===== src/rtl/phase_tune_seq.sv =====
module phase_tune_seq #(
  parameter int NPH  = 8,
  parameter int CLRW = 17,
  localparam int IW  = $clog2(NPH)
) (
  input  logic            clk,
  input  logic            rst_n,
  input  logic            start_i,
  output logic [CLRW-1:0] irq_clr_o,
  output logic            cmd_req_o,
  input  logic            cmd_ack_i,
  input  logic            cmd_pass_i,
  output logic [IW-1:0]   phase_sel_o,
  output logic            busy_o,
  output logic            done_o,
  output logic            error_o
);
  localparam int PW = IW + 1;
  localparam logic [PW:0] LAST = (PW+1)'(NPH - 1);

  typedef enum logic [1:0] {S_IDLE, S_CLR, S_REQ, S_FIN} st_t;
  st_t st;

  logic [IW-1:0] idx, phase_r;
  logic [PW-1:0] rpt, fpt;
  logic rv, fv, prev_pass, any_pass, done_r, err_r;

  logic hit, rise_ev, fall_ev, stop_now;
  logic [PW:0] r_eff, f_eff, pick;

  assign hit      = (st == S_REQ) && cmd_ack_i;
  assign rise_ev  = (idx != '0) && !prev_pass && cmd_pass_i;
  assign fall_ev  = (idx != '0) && prev_pass && !cmd_pass_i;
  assign stop_now = (idx == IW'(NPH - 1)) || ((rv || rise_ev) && (fv || fall_ev));

  assign r_eff = rv ? {1'b0, rpt} : '0;
  assign f_eff = fv ? {1'b0, fpt} : LAST;

  always_comb begin
    if (f_eff >= r_eff)             pick = (r_eff + f_eff) >> 1;
    else if (r_eff + f_eff > LAST)  pick = f_eff >> 1;
    else                            pick = (r_eff + LAST) >> 1;
  end

  assign irq_clr_o   = (st == S_CLR || st == S_FIN) ? '1 : '0;
  assign cmd_req_o   = (st == S_REQ);
  assign busy_o      = (st != S_IDLE);
  assign phase_sel_o = phase_r;
  assign done_o      = done_r;
  assign error_o     = err_r;

  always_ff @(posedge clk or negedge rst_n) begin
    if (!rst_n) begin
      st        <= S_IDLE;
      idx       <= '0;
      phase_r   <= '0;
      rpt       <= '0;
      fpt       <= '0;
      rv        <= 1'b0;
      fv        <= 1'b0;
      prev_pass <= 1'b0;
      any_pass  <= 1'b0;
      done_r    <= 1'b0;
      err_r     <= 1'b0;
    end else begin
      case (st)
        S_IDLE: if (start_i) begin
          st       <= S_CLR;
          idx      <= '0;
          phase_r  <= '0;
          rv       <= 1'b0;
          fv       <= 1'b0;
          any_pass <= 1'b0;
          done_r   <= 1'b0;
          err_r    <= 1'b0;
        end
        S_CLR: st <= S_REQ;
        S_REQ: if (hit) begin
          prev_pass <= cmd_pass_i;
          if (cmd_pass_i) any_pass <= 1'b1;
          if (rise_ev) begin rv <= 1'b1; rpt <= PW'(idx); end
          if (fall_ev) begin fv <= 1'b1; fpt <= PW'(idx) - 1'b1; end
          if (stop_now) st <= S_FIN;
          else begin
            st      <= S_CLR;
            idx     <= idx + 1'b1;
            phase_r <= idx + 1'b1;
          end
        end
        S_FIN: begin
          st      <= S_IDLE;
          phase_r <= any_pass ? IW'(pick) : '0;
          done_r  <= 1'b1;
          err_r   <= !any_pass;
        end
        default: st <= S_IDLE;
      endcase
    end
  end
endmodule


===== config.mk =====
export PLATFORM = sky130hd
export DESIGN_NAME = phase_tune_seq
export DESIGN_NICKNAME = d
export VERILOG_FILES = /design/src/rtl/phase_tune_seq.sv
export SDC_FILE = /design/constraint.sdc
export NUM_CORES = 1
export LEC_CHECK = 0
export ABC_AREA = 1
export BUFFER_PORTS_ARGS = -buffer_cell sky130_fd_sc_hd__buf_2
export CAP_MARGIN = 0
export CORE_MARGIN = 4
export CORE_UTILIZATION = 49
export DETAILED_ROUTE_END_ITERATION = 8
export GPL_TIMING_DRIVEN = 0
export MAX_ROUTING_LAYER = met4
export PLACE_DENSITY = 0.84
export SYNTH_ARGS = -nofsm -noshare
export SYNTH_HDL_FRONTEND = slang
export SYNTH_SLANG_ARGS = --single-unit

===== constraint.sdc =====
create_clock -name clk -period 2 [get_ports clk]
set_clock_uncertainty 0.2 [all_clocks]
set_input_delay 0.4 -clock clk [delete_from_list [all_inputs] [get_ports clk]]
set_output_delay 0.4 -clock clk [all_outputs]
set_load 0.05 [all_outputs]

After elaboration in Yosys (flattened, before gate mapping)
Cells that the tools add are included.
{"block": "word_totals", "ff_bits": 21, "out_inout_bits": 24, "elab_cells": 83}
{"block": "classes", "add_sub_neg": 4, "magnitude_cmp": 2, "eq_ne": 10, "mux": 27, "reduce_logical": 29}
{"cell": "two-way mux 3 bit", "n": 7}
{"cell": "AND reduction 4 bit", "n": 5}
{"cell": "two-way mux 17 bit", "n": 1}
{"cell": "case mux 1 bit (2 select lines)", "n": 5}
{"cell": "case mux 3 bit (3 select lines)", "n": 1}
{"cell": "inequality test 2 x 1 -> 1 bit (second input constant)", "n": 4}
{"cell": "case mux 2 bit (4 select lines)", "n": 1}
{"cell": "two-way mux 1 bit", "n": 7}
{"cell": "logical AND 1 bit", "n": 6}
{"cell": "two-way mux 2 bit", "n": 3}
{"cell": "case mux 3 bit (2 select lines)", "n": 1}
{"cell": "AND reduction 2 bit", "n": 3}
{"cell": "AND reduction 3 bit", "n": 2}
{"cell": "nonzero test 2 bit", "n": 3}
{"cell": "nonzero test 3 bit", "n": 2}
{"cell": "adder 3 x 4 -> 5 bit", "n": 1}
{"cell": "> comparator 5 x 3 -> 1 bit (second input constant)", "n": 1}
{"cell": "adder 3 x 3 -> 4 bit (second input constant)", "n": 1}
{"cell": "== test 2 bit (second input constant)", "n": 2}
{"cell": ">= comparator 4 x 3 -> 1 bit", "n": 1}
{"cell": "logical OR 1 bit", "n": 4}
{"cell": "two-way mux 4 bit", "n": 1}
{"cell": "inequality test 2 bit (second input constant)", "n": 2}
{"cell": "subtractor 3 x 1 -> 4 bit (second input constant)", "n": 1}
{"cell": "5 further kinds", "n": 7}

Depth between registers and ports, before layout
{"block": "depth", "ltp_word": 9, "ltp_mapped": 15}

Worst setup path before layout
OpenSTA, ideal clock, no wires.
{"block": "synth_path", "path_type": "register -> output", "startpoint": "reg st[0]", "endpoint": "out irq_clr_o[10]", "arrival_ns": 1.545, "required_time_ns": 1.400, "setup_slack_ns": -0.145, "stages_incl_launch_ff": 3, "n_path_buf": 2, "path_cell_list": "dfrtp_1 clkbuf_1 buf_4"}
{"block": "synth_between", "elab_chain_cells": 3}
{"item": "start, declared", "line": "22", "rtl": "st_t st;"}
{"item": "start signal, assigned", "line": "54", "rtl": "st <= S_IDLE;"}
{"item": "start signal, assigned", "line": "68", "rtl": "st <= S_CLR;"}
{"item": "start signal, assigned", "line": "77", "rtl": "S_CLR: st <= S_REQ;"}
{"item": "== test 2 x 1 -> 1 bit / == test 2 bit (equally long branches)", "line": "45", "rtl": "assign irq_clr_o = (st == S_CLR || st == S_FIN) ? '1 : '0;"}
{"item": "logical OR 1 bit (*)", "line": "45"}
{"item": "two-way mux 17 bit (*)", "line": "45"}
{"item": "end, declared", "line": "9", "rtl": "output logic [CLRW-1:0] irq_clr_o,"}
Mark *: on every way between the ends. The rest lies on a longest branch, timed or not.

Final worst setup path
{"block": "layout_path", "startpoint": "reg fv", "endpoint": "reg phase_r[1] (netlist: phase_sel_o[1])"}
{"block": "layout_between", "elab_chain_cells": 7}
{"item": "start, declared", "line": "26", "rtl": "logic rv, fv, prev_pass, any_pass, done_r, err_r;"}
{"item": "start signal, assigned", "line": "60", "rtl": "fv <= 1'b0;"}
{"item": "start signal, assigned", "line": "72", "rtl": "fv <= 1'b0;"}
{"item": "start signal, assigned", "line": "82", "rtl": "if (fall_ev) begin fv <= 1'b1; fpt <= PW'(idx) - 1'b1; end"}
{"item": "two-way mux 4 bit", "line": "37", "rtl": "assign f_eff = fv ? {1'b0, fpt} : LAST;"}
{"item": "adder 3 x 4 -> 5 bit", "line": "41", "rtl": "else if (r_eff + f_eff > LAST) pick = f_eff >> 1;"}
{"item": "> comparator 5 x 3 -> 1 bit", "line": "41"}
{"item": "two-way mux 3 bit", "line": "41"}
{"item": "two-way mux 3 bit", "line": "40", "rtl": "if (f_eff >= r_eff) pick = (r_eff + f_eff) >> 1;"}
{"item": "two-way mux 3 bit", "line": "92", "rtl": "phase_r <= any_pass ? IW'(pick) : '0;"}
{"item": "case mux 3 bit (3 select lines)", "line": "66", "rtl": "case (st)"}
{"item": "end signal, assigned", "line": "87", "rtl": "phase_r <= idx + 1'b1;"}
{"item": "end signal, assigned", "line": "92"}
{"item": "end, declared", "line": "24", "rtl": "logic [IW-1:0] idx, phase_r;"}
Several ways; a longest one is shown, not always the timed one.
A chain may end at the register's enable or synchronous reset.

==> reports/qor.csv <==
stage,metric,value,unit
yosys,Synth Area per Inst,7.67,um2
final_layout,diode count,0,
pwr,Clock Power Share,6.0,%
worst_setup_path,Worst path max stage delay,0.40,ns
final_layout,fin area,1960,um2
worst_setup_path,CP max FO,4,
yosys,syn_nets,212,
hold_path,Hold Path Depth,3,
worst_setup_path,crit path capture type,flop,
yosys,Synth Warn #,0,
detailed_routing,First-pass DRT Iterations,6,
final_layout,NumNets Final,258,
grt,met1 global-route usage,21.1,%
hold_path,Min-Delay Path Class,in -> reg,
sta,slew margin rel.,68.7,%
run,Max-cap violations,0,
sta,Achievable Freq,492,MHz
floorplan,Vert. Die Dim,63.3,um
grt,antenna violations before repair,0,
yosys,Mapped Area,1500,um2
sta,period utilization,102,%
clock_network,Clock Pin Slew Worst Setup and Hold Paths,0.11,ns
place,RePlAce Congestion,0.791,
pwr,Sw Pwr,0.00191,W
pwr,leakage,1.10,nW
worst_setup_path,nature of the critical path startpoint,flop,
worst_setup_path,critical path's most frequent cell,nand2_2,
sta,final setup violation count,3,
sta,Final Max Tran Viols,0,
detailed_routing,DR vias/cell,4.90,
outcome,status,finished with violations,
worst_setup_path,Reg-to-Reg End,phase_sel_o[1]$_DFFE_PN0P_,
floorplan,Ports,29,
pwr,internal power,0.00149,W
pwr,combinational share of power,71.9,%
detailed_routing,drc violations,0,
place,dpl hpwl,2.45,mm
worst_setup_path,Worst R2R Start,fv$_DFFE_PN0P_,
final_layout,area delta synth->final,30.7,%
detailed_routing,routed wire length,3.29,mm
clock_network,# H-tree levels,1,
place,port bufs,28,
floorplan,initial cell density of the core,52.9,%
grt,largest net degree at the start of global routing,22,
yosys,top cells by area in the synthesized netlist,"dfrtp_1 (35%), nand2_1 (11%), ha_1 (9.2%)",
floorplan,Cell Rows,19,
clock_network,Root Driver,clkbuf_4,
grt,vias in the first global route,1264,
clock_network,maximum clock path buffer count,2,
worst_setup_path,CP cell instances,"inv_2, nor2_4, inv_2, ha_4, inv_4, fa_2, o21bai_4, nand2_4, nand2_2, nand2_2, nand3_2, nand2_2, a21oi_2",
sta,WHS,0.205,ns
pwr,PwrDens,1740,nW/um2
final_layout,Fill cells,231,
detailed_routing,drt wl/cell,12.1,um
yosys,Cells after Synth,195,
detailed_routing,drt initial violations,31,
grt,GRT Residual Overflow,0,
yosys,register area share after synthesis,35.1,%
clock_network,clk_lat worst skew,0.30,ns
pwr,Switching Share,56.2,%
outcome,failing checks,negative setup slack,
floorplan,die area,4000,um2
yosys,Post-synth EDFFs,0,
yosys,Main synth FF type,dfrtp_1,
hold_path,Min-Delay Endpoint,any_pass$_DFFE_PN0P_,
worst_setup_path,"CP delay by family, top",adder cells,
detailed_routing,post-route ant nets,0,
sta,RSZ-0062 raised after global routing,true,
grt,Global Route met2 Usage,30.6,%
pwr,VDD IR max,1140,uV
detailed_routing,vias,1328,
sta,crit path time final,2.03,ns
worst_setup_path,WP data required,2.05,ns
worst_setup_path,R2R depth,13,
place,DP Area,1680,um2
sta,PnR worst setup slack,-0.0323,ns
clock_network,CTS tree,yes,
worst_setup_path,critical path's slowest cell,dfrtp_1,
yosys,"FFs w/ async S/R, synth",100,%
sta,final hold vios,0,
pwr,Sequential Power Share,22.1,%
clock_network,# clock sinks,21,
yosys,synth cell count leaders,"nand2_1 (44), inv_1 (27), dfrtp_1 (21), buf_4 (16)",
final_layout,share of layout cells above drive strength 1,47.5,%
yosys,"area leader, netlist",dfrtp_1,
floorplan,CORE AREA,2830,um2
yosys,post-synthesis register bit count,21,
worst_setup_path,Critical Path AT,2.08,ns
clock_network,CTS Buf Count,3,
grt,first-pass GRT wire length,5.66,mm
grt,gr busiest metal,met2,
worst_setup_path,CP Class,reg -> reg,
grt,GRT Total Usage,17.9,%
yosys,Synth top area share,35.1,%
floorplan,die width,63.3,um
sta,Slew @ Worst Pin,0.469,ns
yosys,number of distinct library cells after synthesis,25,
worst_setup_path,Worst Path Buf+Inv,3,
hold_path,Hold Crit Start,cmd_pass_i,
yosys,most numerous cell in the Yosys netlist,nand2_1,
worst_setup_path,flop-to-flop setup slack,-0.03,ns
grt,met3 track demand over resource,3.02,%
-- power groups by stage --
stage | Combinational [W] | Clock [W] | Sequential, W
finish | 0.00244 | 0.000203 | 0.000752
global route | 0.00265 | 0.000228 | 0.000778
CTS | 0.00230 | 0.000210 | 0.000746
detailed placement | 0.00221 | 0 | 0.000741
global placement | 0.00216 | 0 | 0.000737
floorplan | 0.00164 | 0 | 0.000887
-- cell families after synthesis --
group | Yosys count | share of synthesized area, %
AND/OR/NAND/NOR | 84 | 26.3
buffers and inverters | 51 | 16.9
AO/OA/AOI/OAI | 24 | 9.36
flip-flops | 21 | 35.1
adder cells (fa/ha/maj) | 12 | 10.5
XOR/XNOR | 3 | 1.76
-- per-layer routing --
| layer | share of wire (%) | wire (um) |
|---|---|---|
| met5 | 0 | 0 |
| met4 | 1.7 | 55 |
| met3 | 3.2 | 104 |
| met2 | 51 | 1670 |
| met1 | 44 | 1460 |
-- layout make-up --
type | instances | area, um2 | area share (%)
multi-input cells | 123 | 858 | 43.9
flip-flops and latches | 21 | 527 | 26.9
plain buffers | 17 | 134 | 6.85
inverters | 34 | 131 | 6.72
repair buffers | 41 | 240 | 12.3
clock buffers | 4 | 26.3 | 1.34
well taps | 31 | 38.8 | 1.98
-- tightest hold or removal path, stage by stage --
cell	delay, ns
buf_2	0.13
nand2_1	0.09
a21oi_1	0.06
-- per-stage QoR --
stage,std cells,utilization (%),total power (W),setup slack [ns],setup TNS (ns)
5_1_grt,271,69.1,0.00366,-0.121,-1.47
6_report,271,69.1,0.00339,-0.0323,-0.0505
3_5_place_dp,254,59.3,0.00295,-0.271,-0.783
2_1_floorplan,195,-,0.00252,0.0324,0
3_3_place_gp,254,59.3,0.00290,-0.172,-0.506
4_1_cts,262,64.3,0.00325,-0.0367,-0.0707
-- cell usage in the layout, fill, tap and decap left out, types with 2 or more instances in the layout --
cell type  netlist  routed
nor2_4           1       4
dfrtp_1         21      20
clkbuf_4         0       3
nand2_4          0       3
buf_2            0      28
nand2_2         10      12
buf_4           16      28
ha_4             0       3
ha_1            11       8
nor2_2           3       6
a21oi_2          3       3
inv_2            6      11
nand3_1         11       8
nor2_1          11       5
nand2_1         44      39
inv_1           27      21
nand3_2          1       4
xnor2_1          2       2
a21oi_1          9       8
o21ai_1          9       9
-- how the worst max path moves through the flow --
stage              startpoint                    endpoint  slack (ns)  cells after the start
2_1_floorplan  fv$_DFFE_PN0P_  phase_sel_o[1]$_DFFE_PN0P_        0.03                     14
3_3_place_gp   fv$_DFFE_PN0P_  phase_sel_o[2]$_DFFE_PN0P_       -0.17                     14
3_5_place_dp   fv$_DFFE_PN0P_  phase_sel_o[1]$_DFFE_PN0P_       -0.27                     14
4_1_cts        fv$_DFFE_PN0P_  phase_sel_o[1]$_DFFE_PN0P_       -0.04                     13
5_1_grt        rv$_DFFE_PN0P_  phase_sel_o[1]$_DFFE_PN0P_       -0.12                     12
6_report       fv$_DFFE_PN0P_  phase_sel_o[1]$_DFFE_PN0P_       -0.03                     13
-- registers in the layout, indices dropped and copies added (netlist names) --
| name | cells |
|---|---|
| fpt | 4 |
| idx | 3 |
| phase_sel_o | 3 |
| rpt | 3 |
| st | 2 |
| any_pass | 1 |
| done_o | 1 |
| error_o | 1 |
| fv | 1 |
| prev_pass | 1 |
| rv | 1 |
-- repair_timing --
item / CTS / global route
hold endpoints to repair: 21 / 0
buffers inserted: 3 / 9
hold buffers: 1 / 0
endpoints found under the setup margin: 20 / 21
resized for setup: 23 / 16
pin swaps: 10 / 13
Note: power is estimated with default switching activity, not from simulation.
